--- config.mk ---
export PLATFORM = sky130hd
export DESIGN_NAME = dma_cfg_decoder
export DESIGN_NICKNAME = d
export VERILOG_FILES = /design/src/rtl/dma_cfg_decoder.sv
export SDC_FILE = /design/constraint.sdc
export NUM_CORES = 1
export LEC_CHECK = 0
export ABC_CLOCK_PERIOD_IN_PS = 2300
export BUFFER_PORTS_ARGS = -buffer_cell sky130_fd_sc_hd__buf_4
export CAP_MARGIN = 20
export CELL_PAD_IN_SITES_DETAIL_PLACEMENT = 1
export CELL_PAD_IN_SITES_GLOBAL_PLACEMENT = 2
export CORE_ASPECT_RATIO = 0.75
export CORE_MARGIN = 4
export CORE_UTILIZATION = 31
export CTS_BUF_LIST = sky130_fd_sc_hd__clkbuf_4 sky130_fd_sc_hd__clkbuf_8 sky130_fd_sc_hd__clkbuf_16
export CTS_CLUSTER_SIZE = 16
export DETAILED_ROUTE_END_ITERATION = 8
export PLACE_DENSITY = 0.85
export SETUP_SLACK_MARGIN = 0.15
export SLEW_MARGIN = 30
export SYNTH_ARGS = -nofsm -noshare
export SYNTH_HDL_FRONTEND = slang
export SYNTH_SLANG_ARGS = --single-unit
export TNS_END_PERCENT = 1
--- constraint.sdc ---
create_clock -name clk -period 2.3 [get_ports clk]
set_input_delay 0.115 -clock clk [delete_from_list [all_inputs] [get_ports clk]]
set_output_delay 0.115 -clock clk [all_outputs]
set_load 0.03 [all_outputs]
--- src/rtl/dma_cfg_decoder.sv ---
module dma_cfg_decoder #(
  parameter logic [7:0] DEF_TIMING = 8'hCC
) (
  input  logic        clk,
  input  logic        rst_n,
  input  logic        wr_en,
  input  logic [7:0]  wr_data,
  output logic [1:0]  op_kind,
  output logic        dir_a_to_b,
  output logic [15:0] port_a_addr,
  output logic [15:0] block_len,
  output logic [1:0]  a_step,
  output logic        a_is_io,
  output logic [7:0]  a_timing,
  output logic [1:0]  b_step,
  output logic        b_is_io,
  output logic [7:0]  b_timing,
  output logic [15:0] port_b_addr,
  output logic [1:0]  xfer_mode,
  output logic [7:0]  int_ctrl,
  output logic        auto_restart,
  output logic        ce_wait_mux,
  output logic        ready_high,
  output logic        dma_enabled,
  output logic        cmd_reset,
  output logic        cmd_load,
  output logic        cmd_continue,
  output logic        cmd_force_ready,
  output logic        cmd_enable,
  output logic        cmd_disable,
  output logic        cmd_int_on,
  output logic        cmd_int_off
);

  localparam logic [1:0] PG_XFER = 2'd0;
  localparam logic [1:0] PG_A    = 2'd1;
  localparam logic [1:0] PG_B    = 2'd2;
  localparam logic [1:0] PG_MODE = 2'd3;

  logic [3:0] pend;
  logic [1:0] pgrp;

  wire       busy  = |pend;
  wire [3:0] slot  = pend & (~pend + 4'd1);
  wire       param = wr_en && busy;
  wire       hdr   = wr_en && !busy;
  wire [7:0] d     = wr_data;

  wire is_xfer = hdr && !d[7] && (d[1:0] != 2'b00);
  wire is_a    = hdr && !d[7] && (d[2:0] == 3'b100);
  wire is_b    = hdr && !d[7] && (d[2:0] == 3'b000);
  wire is_mode = hdr && d[7] && (d[1:0] == 2'b01);
  wire is_eob  = hdr && (d[7:6] == 2'b10) && (d[2:0] == 3'b010);
  wire is_cmd  = hdr && d[7] && (d[1:0] == 2'b11);

  always_ff @(posedge clk) begin
    if (!rst_n) begin
      pend <= '0; pgrp <= PG_XFER;
      op_kind <= '0; dir_a_to_b <= 1'b0;
      port_a_addr <= '0; block_len <= '0; port_b_addr <= '0;
      a_step <= '0; a_is_io <= 1'b0; a_timing <= DEF_TIMING;
      b_step <= '0; b_is_io <= 1'b0; b_timing <= DEF_TIMING;
      xfer_mode <= '0; int_ctrl <= '0;
      auto_restart <= 1'b0; ce_wait_mux <= 1'b0; ready_high <= 1'b0;
      dma_enabled <= 1'b0;
      {cmd_reset, cmd_load, cmd_continue, cmd_force_ready,
       cmd_enable, cmd_disable, cmd_int_on, cmd_int_off} <= '0;
    end else begin
      {cmd_reset, cmd_load, cmd_continue, cmd_force_ready,
       cmd_enable, cmd_disable, cmd_int_on, cmd_int_off} <= '0;

      if (param) begin
        pend <= pend & ~slot;
        case (pgrp)
          PG_XFER:
            case (slot)
              4'b0001: port_a_addr[7:0]  <= d;
              4'b0010: port_a_addr[15:8] <= d;
              4'b0100: block_len[7:0]    <= d;
              4'b1000: block_len[15:8]   <= d;
              default: ;
            endcase
          PG_A: a_timing <= d;
          PG_B: b_timing <= d;
          PG_MODE:
            case (slot)
              4'b0001: port_b_addr[7:0]  <= d;
              4'b0010: port_b_addr[15:8] <= d;
              4'b0100: int_ctrl          <= d;
              default: ;
            endcase
          default: ;
        endcase
      end

      if (is_xfer) begin
        op_kind <= d[1:0]; dir_a_to_b <= d[2];
        pend <= d[6:3]; pgrp <= PG_XFER;
      end
      if (is_a) begin
        a_step <= d[5:4]; a_is_io <= d[3];
        pend <= {3'b000, d[6]}; pgrp <= PG_A;
      end
      if (is_b) begin
        b_step <= d[5:4]; b_is_io <= d[3];
        pend <= {3'b000, d[6]}; pgrp <= PG_B;
      end
      if (is_mode) begin
        if (d[6:5] != 2'b11) xfer_mode <= d[6:5];
        pend <= {1'b0, d[4:2]}; pgrp <= PG_MODE;
      end
      if (is_eob) begin
        auto_restart <= d[5]; ce_wait_mux <= d[4]; ready_high <= d[3];
      end
      if (is_cmd) begin
        case (d)
          8'hC3: begin
            cmd_reset <= 1'b1; dma_enabled <= 1'b0;
            a_timing <= DEF_TIMING; b_timing <= DEF_TIMING;
          end
          8'hC7: a_timing <= DEF_TIMING;
          8'hCB: b_timing <= DEF_TIMING;
          8'hCF: cmd_load <= 1'b1;
          8'hD3: cmd_continue <= 1'b1;
          8'hB3: cmd_force_ready <= 1'b1;
          8'hAB: cmd_int_on <= 1'b1;
          8'hAF: cmd_int_off <= 1'b1;
          8'h87: begin cmd_enable <= 1'b1; dma_enabled <= 1'b1; end
          8'h83: begin cmd_disable <= 1'b1; dma_enabled <= 1'b0; end
          default: ;
        endcase
      end
    end
  end

  wire [7:0] strobes = {cmd_reset, cmd_load, cmd_continue, cmd_force_ready,
                        cmd_enable, cmd_disable, cmd_int_on, cmd_int_off};

  assert_one_strobe_R8: assert property (@(posedge clk) disable iff (!rst_n)
    $onehot0(strobes));

  assert_strobe_single_R8: assert property (@(posedge clk) disable iff (!rst_n)
    (|strobes) && !wr_en |=> !(|strobes));

  assert_param_no_cmd_R7: assert property (@(posedge clk) disable iff (!rst_n)
    (wr_en && busy) |=> (strobes == 8'h00) && $stable(dma_enabled));

  assert_enable_source_R9: assert property (@(posedge clk) disable iff (!rst_n)
    $rose(dma_enabled) |-> cmd_enable);

  assert_reset_cmd_R10: assert property (@(posedge clk) disable iff (!rst_n)
    cmd_reset |-> !dma_enabled && a_timing == DEF_TIMING && b_timing == DEF_TIMING);

  assert_idle_hold_R12: assert property (@(posedge clk) disable iff (!rst_n)
    !wr_en |=> $stable(port_a_addr) && $stable(block_len) && $stable(port_b_addr)
               && $stable(xfer_mode) && $stable(dma_enabled) && $stable(int_ctrl));

endmodule

==> metrics.txt <==
dpl hpwl 8170 um; largest area contributor in the synthesized netlist dfxtp_1; H-tree Lvls 3; die width 137.3 um; GR Overflow Total 0; final setup vio count 0; Initial Utilization 0.3169; Finished Layout Cells 676; number of synthesized flops with an enable pin 0; outcome finished clean; CTS root buffer clkbuf_16; Crit path required time 2.57 ns; core area 12260 um2; final slew viol count 0; final wirelength 11970 um; crit-path cells or4_4, or3_4, or4_4, nor2_1; main combinational cell family by area after synthesis simple AND/OR/NAND/NOR gates; predominant post-synthesis flop cell dfxtp_1; adder-cell share of the synthesized area 0; CTS Buf Count 9; clock sinks 101; wire length of the first global-routing pass 18550 um; Unique masters post-synth 43; f_max 0.4731 GHz; Via density 4.885; sequential cell area fraction in the yosys report 0.5203; ANT nets after route 0; Placed Cells 660; TritonCTS clock tree yes; share of synthesized registers carrying an async set or reset 0; post-synthesis mux area share 0.1726; vias in the first global route 3340; Worst Path Class, Setup flop to flop; delay-heaviest family, CP simple AND/OR/NAND/NOR gates; # port buffers 105; synth cell count leaders dfxtp_1, nand2_1, mux2i_1; Netlist Area Pre-Place 3886 um2; 1st-iter DRT viols 111; # DRC 0; hold violation count in the final report 0; Ys Warns 0; post-DR wirelength/cell 17.71 um; XOR/XNOR Fraction of Synth Area 0.002254; Worst Path Max Fanout 8; GRT Total Usage 0.1676; CP Launch Type flop; CP bufs+invs 0; layout cells sized above 1 0.2784; largest net degree at the start of global routing 60; maxcap violations 0; # rows 35; I/O Pins 106; leakage power 2.325 nW; total negative setup slack 0 ns; chip height 105.0 um; total number of vias 3302; minimum clock period 2.114 ns; fillcell total 1411; RSZ-0062 raised after global routing yes; Min-Delay Path Class input port to flop; Peak VDD IR 404.3 uV; clock-pin slew on the worst setup and hold paths 0.07 ns; Initial DRT Pass Iterations 4; Synth Area in Compound Gates 0.06986; simple-gate share of the synthesized area 0.1935; Power Density 745.4 nW/um2; period utilization 0.9190; fin nets 516; Mapped Nets 428; CTS Hold Buffers Added 0; Synth top area share 0.5203; mean area per synthesized cell 9.319 um2; Gate Count Post-Synth 417; Crit path top cell by count or4_4; Data arrival, critical path 2.38 ns; Worst Skew 0.005713 ns; Worst setup EP type flop; die area 14410 um2; initial antenna violation count 0; Worst Max-Slew Pin Slew 0.6435 ns; top-count cell post-synth dfxtp_1; clock latency on the worst-skew pair 0.34 ns; area delta synth->final 31.65%; #FFs+latches synth 101; clock tree buffer depth 2; Max transition margin 0.5654; CP max stage cell or4_4; max incr delay on CP 0.55 ns; GPL Wtd Cong 0.7977; Post-CTS Resized 0; Synth area leaders dfxtp_1, mux2i_1, nand2_1; ant diodes 0
-- power breakdown --
part / internal [W] / total (W) / switching [W]
Sequential: 0.00178 / 0.00181 / 0.0000258
Combinational: 0.000130 / 0.000382 / 0.000252
Clock: 0.000989 / 0.00162 / 0.000635
-- placed cells by master (no fill, tap or decap), types with 3 or more instances in the layout --
cell type	count
buf_4	113
nand3_1	9
a21oi_1	19
clkbuf_16	9
o221a_2	3
o21ai_0	4
a31oi_1	5
inv_1	3
nand2_1	68
clkbuf_4	3
nor3_1	4
mux2i_1	67
nor4_1	4
nor3b_1	3
nor2_1	58
dfxtp_1	101
-- registers in the layout (all words and copies together) (netlist names), 2 cells and up --
name / cells
a_step: 2
a_timing: 8
b_step: 2
b_timing: 8
block_len: 16
int_ctrl: 8
op_kind: 2
pend: 4
pgrp: 2
port_a_addr: 16
port_b_addr: 16
xfer_mode: 2
-- logic make-up after synthesis --
logic type                count (synthesis)
DFF                                     101
xor gates and xnor gates                  1
muxes                                    67
and+or+nand+nor                         166
AOI/OAI and AO/OA                        42
buffers and inverters                    40
-- layer usage --
| layer | up-vias | track usage | wire (um) |
|---|---|---|---|
| met5 | - | 0 | 0 |
| met4 | 0 | 0.05484 | 195 |
| met3 | 16 | 0.05294 | 815 |
| met2 | 91 | 0.2579 | 5333 |
| met1 | 1604 | 0.2222 | 5625 |
| li1 | 1591 | - | - |
-- worst paths after layout --
check                    to      startpoint  slack (ns)  depth (start not counted)
max              cmd_int_on         pend[2]        0.19                          4
min                 pend[2]           wr_en        0.07                          2
max reg2reg      cmd_int_on         pend[2]        0.19                          4
min reg2reg  port_b_addr[4]  port_b_addr[4]        0.46                          2
-- layout make-up --
| class | count | area, um2 | area share |
|---|---|---|---|
| inverters | 4 | 15.01 | 0.002935 |
| clock buffers | 12 | 247.7 | 0.04842 |
| well taps | 166 | 207.7 | 0.04060 |
| repair buffers | 113 | 848.3 | 0.1658 |
| clock inverters | 4 | 72.57 | 0.01418 |
| multi-input cells | 276 | 1703 | 0.3328 |
| flip-flops and latches | 101 | 2022 | 0.3952 |
-- through the flow --
stage                 util  hold slack [ns]  worst slack [ns]  cell area [um2]  total power, W
floorplan                -           0.2344            0.2863             3886        0.002092
global placement    0.3911           0.4305            0.2851             4796        0.002219
detailed placement  0.3911           0.4135            0.2163             4796        0.002228
CTS                 0.4172          0.05286            0.1945             5116        0.003866
global route        0.4172          0.07353            0.1069             5116        0.003970
finish              0.4172          0.07177            0.1863             5116        0.003814
-- what timing repair did --
item	in CTS	in global routing
buffers inserted	0	0
endpoints found under the hold margin	0	0
setup endpoints to repair	0	14
Power figures use the tool's default switching activity.
